===== src/rtl/ccm_pkg.sv =====
package ccm_pkg;
  localparam int DW = 32;
  localparam int RAW = 3;

  localparam logic [RAW-1:0] RA_SEL    = 3'd0;
  localparam logic [RAW-1:0] RA_WDATA  = 3'd1;
  localparam logic [RAW-1:0] RA_CTRL   = 3'd2;
  localparam logic [RAW-1:0] RA_STATUS = 3'd3;
  localparam logic [RAW-1:0] RA_CLEAR  = 3'd4;
  localparam logic [RAW-1:0] RA_RDATA  = 3'd5;
  localparam logic [RAW-1:0] RA_TMO    = 3'd6;

  localparam int CTRL_START = 31;
  localparam int SEL_BUS_LSB = 16;
  localparam int SEL_FN_LSB  = 8;

  localparam logic [3:0] CMD_IORD  = 4'h2;
  localparam logic [3:0] CMD_IOWR  = 4'h3;
  localparam logic [3:0] CMD_CFGRD = 4'hA;
  localparam logic [3:0] CMD_CFGWR = 4'hB;

  localparam int ST_DONE    = 0;
  localparam int ST_ABORT   = 1;
  localparam int ST_TMO     = 2;
  localparam int ST_ERR     = 3;
  localparam int ST_BUSY    = 4;
  localparam int NFLAG      = 4;
  localparam int STW        = 5;

  typedef enum logic {SQ_IDLE, SQ_WAIT} seq_state_e;

  function automatic logic cmd_is_read(input logic [3:0] c);
    return (c == CMD_IORD) || (c == CMD_CFGRD);
  endfunction

  function automatic logic cmd_is_write(input logic [3:0] c);
    return (c == CMD_IOWR) || (c == CMD_CFGWR);
  endfunction

  function automatic logic cmd_known(input logic [3:0] c);
    return cmd_is_read(c) || cmd_is_write(c);
  endfunction
endpackage


===== src/rtl/ccm_addr_gen.sv =====
module ccm_addr_gen
  import ccm_pkg::*;
#(
  parameter int BUS_SHIFT  = 16,
  parameter int FUNC_SHIFT = 8
) (
  input  logic [23:0]   sel,
  output logic [DW-1:0] addr
);
  logic [7:0] bus_num;
  logic [7:0] dev_fn;
  logic [7:0] reg_off;
  logic       far_bus;

  assign bus_num = sel[SEL_BUS_LSB +: 8];
  assign dev_fn  = sel[SEL_FN_LSB +: 8];
  assign reg_off = sel[7:0] & 8'hFC;
  assign far_bus = (bus_num != 8'h00);

  always_comb begin
    addr = (DW'(bus_num) << BUS_SHIFT)
         | (DW'(dev_fn) << FUNC_SHIFT)
         | DW'(reg_off)
         | DW'(far_bus);
  end
endmodule


===== src/rtl/ccm_seq.sv =====
module ccm_seq
  import ccm_pkg::*;
#(
  parameter int TW = 16
) (
  input  logic          clk,
  input  logic          rst_n,
  input  logic          launch,
  input  logic [3:0]    l_cmd,
  input  logic [3:0]    l_be_n,
  input  logic [DW-1:0] l_addr,
  input  logic [DW-1:0] l_wdata,
  input  logic [TW-1:0] l_limit,
  input  logic          tgt_ack,
  input  logic          tgt_abort,
  output logic          tgt_req,
  output logic [3:0]    tgt_cmd,
  output logic [DW-1:0] tgt_addr,
  output logic [3:0]    tgt_be_n,
  output logic [DW-1:0] tgt_wdata,
  output logic          busy,
  output logic          ev_ack,
  output logic          ev_abort,
  output logic          ev_tmo
);
  seq_state_e    st_q;
  logic [TW-1:0] cnt_q;
  logic [TW-1:0] lim_q;
  logic          waiting;
  logic          any_end;

  assign waiting  = (st_q == SQ_WAIT);
  assign ev_ack   = waiting && tgt_ack;
  assign ev_abort = waiting && !tgt_ack && tgt_abort;
  assign ev_tmo   = waiting && !tgt_ack && !tgt_abort &&
                    (lim_q != '0) && (cnt_q == lim_q - TW'(1));
  assign any_end  = ev_ack || ev_abort || ev_tmo;
  assign tgt_req  = waiting;
  assign busy     = waiting;

  always_ff @(posedge clk or negedge rst_n) begin
    if (!rst_n) begin
      st_q      <= SQ_IDLE;
      cnt_q     <= '0;
      lim_q     <= '0;
      tgt_cmd   <= '0;
      tgt_addr  <= '0;
      tgt_be_n  <= '1;
      tgt_wdata <= '0;
    end else if (launch && !waiting) begin
      st_q      <= SQ_WAIT;
      cnt_q     <= '0;
      lim_q     <= l_limit;
      tgt_cmd   <= l_cmd;
      tgt_addr  <= l_addr;
      tgt_be_n  <= l_be_n;
      tgt_wdata <= cmd_is_write(l_cmd) ? l_wdata : '0;
    end else if (waiting) begin
      if (any_end) begin
        st_q  <= SQ_IDLE;
        cnt_q <= '0;
      end else begin
        cnt_q <= cnt_q + TW'(1);
      end
    end
  end
endmodule


===== src/rtl/ccm_regs.sv =====
module ccm_regs
  import ccm_pkg::*;
#(
  parameter int          TW      = 16,
  parameter int unsigned DEF_TMO = 16
) (
  input  logic           clk,
  input  logic           rst_n,
  input  logic           reg_we,
  input  logic [RAW-1:0] reg_addr,
  input  logic [DW-1:0]  reg_wdata,
  output logic [DW-1:0]  reg_rdata,
  input  logic           busy,
  input  logic           ev_ack,
  input  logic           ev_abort,
  input  logic           ev_tmo,
  input  logic [3:0]     cur_cmd,
  input  logic [DW-1:0]  tgt_rdata,
  output logic           launch,
  output logic [3:0]     l_cmd,
  output logic [3:0]     l_be_n,
  output logic [DW-1:0]  sel_q,
  output logic [DW-1:0]  wdata_q,
  output logic [TW-1:0]  limit_q,
  output logic [STW-1:0] stat_vec
);
  logic [7:0]       ctrl_q;
  logic [NFLAG-1:0] flag_q;
  logic [NFLAG-1:0] flag_set;
  logic [NFLAG-1:0] flag_clr;
  logic [DW-1:0]    rdata_q;
  logic             wr_ctrl;
  logic             ctrl_ok;
  logic             start_req;
  logic             bad_cmd;
  logic             busy_hit;
  logic             cur_rd;

  assign l_cmd     = reg_wdata[7:4];
  assign l_be_n    = reg_wdata[3:0];
  assign wr_ctrl   = reg_we && (reg_addr == RA_CTRL);
  assign ctrl_ok   = wr_ctrl && !busy;
  assign start_req = ctrl_ok && reg_wdata[CTRL_START];
  assign launch    = start_req && cmd_known(l_cmd);
  assign bad_cmd   = start_req && !cmd_known(l_cmd);
  assign busy_hit  = wr_ctrl && busy && reg_wdata[CTRL_START];
  assign cur_rd    = cmd_is_read(cur_cmd);

  assign flag_clr = (reg_we && (reg_addr == RA_CLEAR)) ? reg_wdata[NFLAG-1:0] : '0;

  always_comb begin
    flag_set           = '0;
    flag_set[ST_DONE]  = ev_ack;
    flag_set[ST_ABORT] = ev_abort;
    flag_set[ST_TMO]   = ev_tmo;
    flag_set[ST_ERR]   = bad_cmd || busy_hit;
  end

  assign stat_vec = {busy, flag_q};

  always_ff @(posedge clk or negedge rst_n) begin
    if (!rst_n) begin
      sel_q   <= '0;
      wdata_q <= '0;
      ctrl_q  <= '0;
      limit_q <= TW'(DEF_TMO);
      flag_q  <= '0;
      rdata_q <= '0;
    end else begin
      if (reg_we && (reg_addr == RA_SEL))   sel_q   <= reg_wdata;
      if (reg_we && (reg_addr == RA_WDATA)) wdata_q <= reg_wdata;
      if (reg_we && (reg_addr == RA_TMO) && !busy) limit_q <= reg_wdata[TW-1:0];
      if (ctrl_ok) ctrl_q <= reg_wdata[7:0];
      flag_q <= (flag_q & ~flag_clr) | flag_set;
      if (ev_ack && cur_rd)                  rdata_q <= tgt_rdata;
      else if ((ev_abort || ev_tmo) && cur_rd) rdata_q <= '1;
    end
  end

  always_comb begin
    reg_rdata = '0;
    case (reg_addr)
      RA_SEL:    reg_rdata = sel_q;
      RA_WDATA:  reg_rdata = wdata_q;
      RA_CTRL: begin
        reg_rdata[CTRL_START] = busy;
        reg_rdata[7:0]        = ctrl_q;
      end
      RA_STATUS: reg_rdata[STW-1:0] = stat_vec;
      RA_RDATA:  reg_rdata = rdata_q;
      RA_TMO:    reg_rdata[TW-1:0] = limit_q;
      default:   reg_rdata = '0;
    endcase
  end
endmodule


===== src/rtl/cfg_cycle_master.sv =====
module cfg_cycle_master
  import ccm_pkg::*;
#(
  parameter int          TMO_W      = 16,
  parameter int unsigned DEF_TMO    = 16,
  parameter int          BUS_SHIFT  = 16,
  parameter int          FUNC_SHIFT = 8
) (
  input  logic          clk,
  input  logic          rst_n,
  input  logic          reg_we,
  input  logic [2:0]    reg_addr,
  input  logic [31:0]   reg_wdata,
  output logic [31:0]   reg_rdata,
  output logic          tgt_req,
  output logic [3:0]    tgt_cmd,
  output logic [31:0]   tgt_addr,
  output logic [3:0]    tgt_be_n,
  output logic [31:0]   tgt_wdata,
  input  logic          tgt_ack,
  input  logic          tgt_abort,
  input  logic [31:0]   tgt_rdata
);
  logic             launch;
  logic [3:0]       l_cmd;
  logic [3:0]       l_be_n;
  logic [DW-1:0]    sel_q;
  logic [DW-1:0]    wdata_q;
  logic [TMO_W-1:0] limit_q;
  logic [STW-1:0]   stat_vec;
  logic [DW-1:0]    formed_addr;
  logic             busy;
  logic             ev_ack;
  logic             ev_abort;
  logic             ev_tmo;

  ccm_regs #(.TW(TMO_W), .DEF_TMO(DEF_TMO)) u_regs (
    .clk(clk), .rst_n(rst_n),
    .reg_we(reg_we), .reg_addr(reg_addr), .reg_wdata(reg_wdata), .reg_rdata(reg_rdata),
    .busy(busy), .ev_ack(ev_ack), .ev_abort(ev_abort), .ev_tmo(ev_tmo),
    .cur_cmd(tgt_cmd), .tgt_rdata(tgt_rdata),
    .launch(launch), .l_cmd(l_cmd), .l_be_n(l_be_n),
    .sel_q(sel_q), .wdata_q(wdata_q), .limit_q(limit_q), .stat_vec(stat_vec)
  );

  ccm_addr_gen #(.BUS_SHIFT(BUS_SHIFT), .FUNC_SHIFT(FUNC_SHIFT)) u_addr (
    .sel(sel_q[23:0]),
    .addr(formed_addr)
  );

  ccm_seq #(.TW(TMO_W)) u_seq (
    .clk(clk), .rst_n(rst_n),
    .launch(launch), .l_cmd(l_cmd), .l_be_n(l_be_n),
    .l_addr(formed_addr), .l_wdata(wdata_q), .l_limit(limit_q),
    .tgt_ack(tgt_ack), .tgt_abort(tgt_abort),
    .tgt_req(tgt_req), .tgt_cmd(tgt_cmd), .tgt_addr(tgt_addr),
    .tgt_be_n(tgt_be_n), .tgt_wdata(tgt_wdata),
    .busy(busy), .ev_ack(ev_ack), .ev_abort(ev_abort), .ev_tmo(ev_tmo)
  );
endmodule


===== config.mk =====
export PLATFORM = sky130hd
export DESIGN_NAME = cfg_cycle_master
export DESIGN_NICKNAME = d
export VERILOG_FILES = /design/src/rtl/ccm_pkg.sv /design/src/rtl/ccm_addr_gen.sv /design/src/rtl/ccm_seq.sv /design/src/rtl/ccm_regs.sv /design/src/rtl/cfg_cycle_master.sv
export SDC_FILE = /design/constraint.sdc
export NUM_CORES = 1
export LEC_CHECK = 0
export ABC_AREA = 1
export CAP_MARGIN = 20
export CORE_AREA = 10 10 144 146
export DETAILED_ROUTE_END_ITERATION = 8
export DIE_AREA = 0 0 154 156
export DONT_BUFFER_PORTS = 1
export PLACE_DENSITY = 0.74
export SYNTH_ARGS = -nofsm -noshare
export SYNTH_HDL_FRONTEND = slang
export SYNTH_SLANG_ARGS = --single-unit
export TNS_END_PERCENT = 5

===== constraint.sdc =====
create_clock -name clk -period 4.6 [get_ports clk]
set_input_delay 0.69 -clock clk [delete_from_list [all_inputs] [get_ports clk]]
set_output_delay 0.69 -clock clk [all_outputs]
set_load 0.01 [all_outputs]

==> results.txt <==
The flow ran to the end, but the final reports show violations. The checks that failed: hold timing. The average cell area after synthesis came out at 8.08 um^2. The max-slew headroom at the worst pin is 31.6%. The share of the clock period used by the worst path after layout is between 60 and 70%.

The detailed-route DRC error count came out at 0. The via total after detailed routing came out at 8,618. The total wirelength of the detailed-routed design came out at 28,800 um. The cell type contributing the most total cell area after synthesis is sky130_fd_sc_hd__dfrtp_1. The fraction of the mapped netlist area in simple logic gates came out at between 20% and 30%. Of all nets on the critical path, the largest fanout is 19. In this run, the clock network consumes 36.5% of the power. Synthesis instantiated 37 different standard cells from the library.

The footprint of the flip-flops and latches came out at 0.00551 mm^2. The post-CTS clock slew at the launch and capture registers of the worst setup and hold paths came out at 0.06 ns. The depth of the worst register-to-register path is 6.

The number of buffers inserted by post-CTS setup repair came out at 0. The fraction of final layout cells sized beyond drive strength 1 came out at 7.94%. The number of search-and-repair iterations in the first detailed-routing pass is 5. The share of synthesized cell area in full adder, half adder and majority cells came out at 0.956%. The area of the multi-input gates came out at 0.00422 mm^2.

From bottom edge to top edge, the die measures approximately 160 um. The kind of critical path is input port to output pin. The maximum number of pins on one net before global-route repair is between 200 and 250. Synthesis produced a netlist whose cell count is 1,296.

The routability congestion estimate came out at 0.922. The arrival time reported for the critical path endpoint came out at between 2 and 2.5 ns. The endpoint required time on the critical path is about 4 ns. The number of hold-slack violations in the final timing report was 215.

The internal power consumption came out at between 3 and 4 mW. Sorting the synthesized cells by how often they occur yields sky130_fd_sc_hd__nand2_1, sky130_fd_sc_hd__dfrtp_1, sky130_fd_sc_hd__o21ai_0. The number of synthesized register bits came out at 220. The initialized floorplan defines 49 standard-cell rows. The post-detailed-placement half-perimeter wirelength is 20,400 um. The startpoint identified for the worst register-to-register timing path is u_seq.busy. The count of yosys warnings during synthesis is 0. The fraction of the yosys area taken by sequential cells came out at 52.6%. The number of nets in the layout is 1,348. Counting flops with an async set or reset pin after synthesis yields a share of 100%.

The share of power burned in combinational logic came out at between 10% and 20%. The leakage power came out at 5.63 nW. In this run the number of H-tree levels came out at 1. The horizontal die dimension came out at around 150 um. The peak supply drop is 0.404 mV. The number of antenna violations at the first check in global routing is 2. The count of placed standard cells in the final layout, fillers left out came out at 1,515.

The maximum clock rate is 319 MHz. The die covers approximately 0.024 mm^2. The overflow left after global routing is 0. The parity-gate share of the synthesized area counting xor and xnor cells came out at 1.84%. The total clock buffers created by CTS came out at 23. The mux contribution to synthesized area is 0%. The violation count after the first detailed-routing iteration is 821. The top-level port count is about 180. Setup repair after global routing left no endpoint under its margin. The top flip-flop cell by instance count after synthesis is sky130_fd_sc_hd__dfrtp_1. The cell with the most instances after synthesis is sky130_fd_sc_hd__nand2_1. The hold slack is -0.122 ns. The proportion of netlist area held by the largest area contributor is 51.4%.

The tightest min-delay check is of the input port to asynchronous set/reset pin type. The effective utilization at floorplan came out at 58.7%. The worst clock skew came out at 0.0176 ns. The first-pass GRT wire length came out at 45,700 um. The most critical setup path has its startpoint at reg_addr[1]. The net switching share of the total power is 30.1%. The max capacitance violation total is 0. The complex-gate fraction of the synthesized area came out at 11.6%. For the finished layout, the period the worst path requires is 3.14 ns.

The max-slew violation count came out at 0. The overall track demand over capacity in global routing came out at 23.3%. The routed wirelength normalized by instance count came out at between 15 and 20 um. The core region is 0.0178 mm^2.

The net switching power figure came out at 1.53 mW. The accumulated negative setup slack is 0 ns. The number of clock sinks is between 200 and 250.

The number of global-route vias before repair is just over 8k. TritonCTS built the clock tree. The cell area after technology mapping came out at 0.0105 mm^2. The post-cts sizing count came out at 0. The final count of negative-setup-slack endpoints is 0.

The areal power density over the cells is 447 mW/mm^2. The count of buffers from port buffering came out at 0. The sort of element at the start of the critical path is an input port. The worst-case register-to-register setup slack came out at 1.68 ns. The clock latency of the later-clocked register in the worst-skew pair is 0.53 ns. The count of antenna-violating nets left after detailed routing came out at 0. The dominant combinational cell family by area after synthesis is simple AND/OR/NAND/NOR gates.

The number of fill cells is 1,522. Once placement completed, the tool counted placed cells totaling around 1.5k. The buffer type at the clock tree root is sky130_fd_sc_hd__clkbuf_16. The slew at the pin closest to its max-slew limit came out at 1.02 ns. STA classifies the critical path endpoint as an output pin. The number of flops mapped to enable cells by yosys is 0. The longest clock path from root to sink contains 3 buffers. Dividing the detail-routed via count by the number of cells gives 5.69.

After synthesis, the cell types taking the most area are sky130_fd_sc_hd__dfrtp_1, sky130_fd_sc_hd__nand2_1, sky130_fd_sc_hd__o21ai_0, sky130_fd_sc_hd__inv_1, sky130_fd_sc_hd__nand3_1. The area growth from synthesis to final layout is 8.19%. Registers are responsible for 49.1% of the overall power. In this run the critical register-to-register path is captured at u_seq.cnt_q[2].
power by group through the flow:
stage	Sequential [mW]	Clock (mW)	Combinational, mW
2_1_floorplan	2.41	0	0.582
4_1_cts	2.48	1.87	0.723
6_report	2.49	1.85	0.730
5_1_grt	2.52	1.93	0.844
3_5_place_dp	2.51	0	0.720
3_3_place_gp	2.51	0	0.693
registers in the layout (all words and copies together), names as in the netlist:
signal,count
u_seq.tgt_be_n,4
u_seq.cnt_q,16
u_regs.wdata_q,32
u_regs.flag_q,4
u_seq.tgt_addr,23
u_seq.lim_q,16
u_seq.tgt_wdata,32
u_seq.busy,1
u_regs.ctrl_q,8
u_regs.rdata_q,32
u_seq.tgt_cmd,4
u_regs.limit_q,16
u_regs.sel_q,32
metrics by stage:
step / utilization (%) / area [um^2] / power, mW / worst slack (ns)
after floorplan: - / 10500 / 2.99 / 1.92
after global placement: 59.0 / 10500 / 3.20 / 1.45
after detailed placement: 59.0 / 10500 / 3.23 / 1.44
after CTS: 63.2 / 11300 / 5.07 / 1.44
after global routing: 63.5 / 11300 / 5.29 / 1.32
final: 63.5 / 11300 / 5.07 / 1.46
kinds of logic (layout without fill, tap and decap cells):
family | after synthesis | after routing
and+or+nand+nor | 634 | 634
DFF | 220 | 220
AOI/OAI and AO/OA | 219 | 219
buffers and inverters | 192 | 172
xor gates and xnor gates | 22 | 22
adders and majority gates | 8 | 8
other | 1 | 11
critical path: stages:
cell,delay [ns]
sky130_fd_sc_hd__inv_1,0.05
sky130_fd_sc_hd__ha_1,0.20
sky130_fd_sc_hd__nand2_1,0.07
sky130_fd_sc_hd__clkinv_1,0.42
sky130_fd_sc_hd__buf_4,0.41
sky130_fd_sc_hd__a221oi_1,0.28
sky130_fd_sc_hd__o21ai_0,0.33
area by class of cell:
type / count / share of cell area (%)
Tap cell: 229 / 2.53
Multi-Input combinational cell: 892 / 37.2
Inverter: 122 / 4.04
Clock buffer: 35 / 5.92
Antenna cell: 2 / 0.0442
Sequential cell: 220 / 48.7
Clock inverter: 6 / 0.685
Timing Repair Buffer: 9 / 0.884
placed cells by master (no fill, tap or decap), types with 3 or more instances in the layout:
master | netlist | routed
sky130_fd_sc_hd__a21oi_1 | 6 | 6
sky130_fd_sc_hd__a221oi_1 | 12 | 12
sky130_fd_sc_hd__buf_4 | 13 | 7
sky130_fd_sc_hd__clkbuf_1 | 53 | 7
sky130_fd_sc_hd__clkbuf_16 | 0 | 23
sky130_fd_sc_hd__clkbuf_8 | 0 | 5
sky130_fd_sc_hd__clkinv_1 | 3 | 3
sky130_fd_sc_hd__conb_1 | 1 | 9
sky130_fd_sc_hd__dfrtp_1 | 215 | 215
sky130_fd_sc_hd__dfstp_2 | 5 | 5
sky130_fd_sc_hd__ha_1 | 8 | 8
sky130_fd_sc_hd__inv_1 | 118 | 118
sky130_fd_sc_hd__nand2_1 | 457 | 454
sky130_fd_sc_hd__nand2_2 | 2 | 4
sky130_fd_sc_hd__nand2_4 | 2 | 3
sky130_fd_sc_hd__nand3_1 | 64 | 64
sky130_fd_sc_hd__nor2_1 | 47 | 47
sky130_fd_sc_hd__nor2_2 | 6 | 6
sky130_fd_sc_hd__nor3_1 | 9 | 7
sky130_fd_sc_hd__nor3_2 | 2 | 4
sky130_fd_sc_hd__nor4_1 | 5 | 5
sky130_fd_sc_hd__o2111ai_1 | 9 | 9
sky130_fd_sc_hd__o211ai_1 | 7 | 7
sky130_fd_sc_hd__o21ai_0 | 168 | 168
sky130_fd_sc_hd__o22ai_1 | 11 | 11
sky130_fd_sc_hd__or2_2 | 32 | 32
sky130_fd_sc_hd__xnor2_1 | 4 | 4
sky130_fd_sc_hd__xor2_1 | 18 | 18
per-layer routing:
layer	GRT usage (%)	share of wire [%]	vias to the layer above
li1	-	-	4075
met1	32.6	44	4114
met2	34.1	44	377
met3	7.00	10	52
met4	6.97	2.6	0
met5	0	0	-
how the worst max path moves through the flow:
stage,end,depth (start not counted)
global route,reg_rdata[12],7
detailed placement,reg_rdata[31],6
CTS,reg_rdata[31],6
finish,reg_rdata[12],7
global placement,reg_rdata[31],6
floorplan,reg_rdata[7],8
Power figures use the tool's default switching activity.
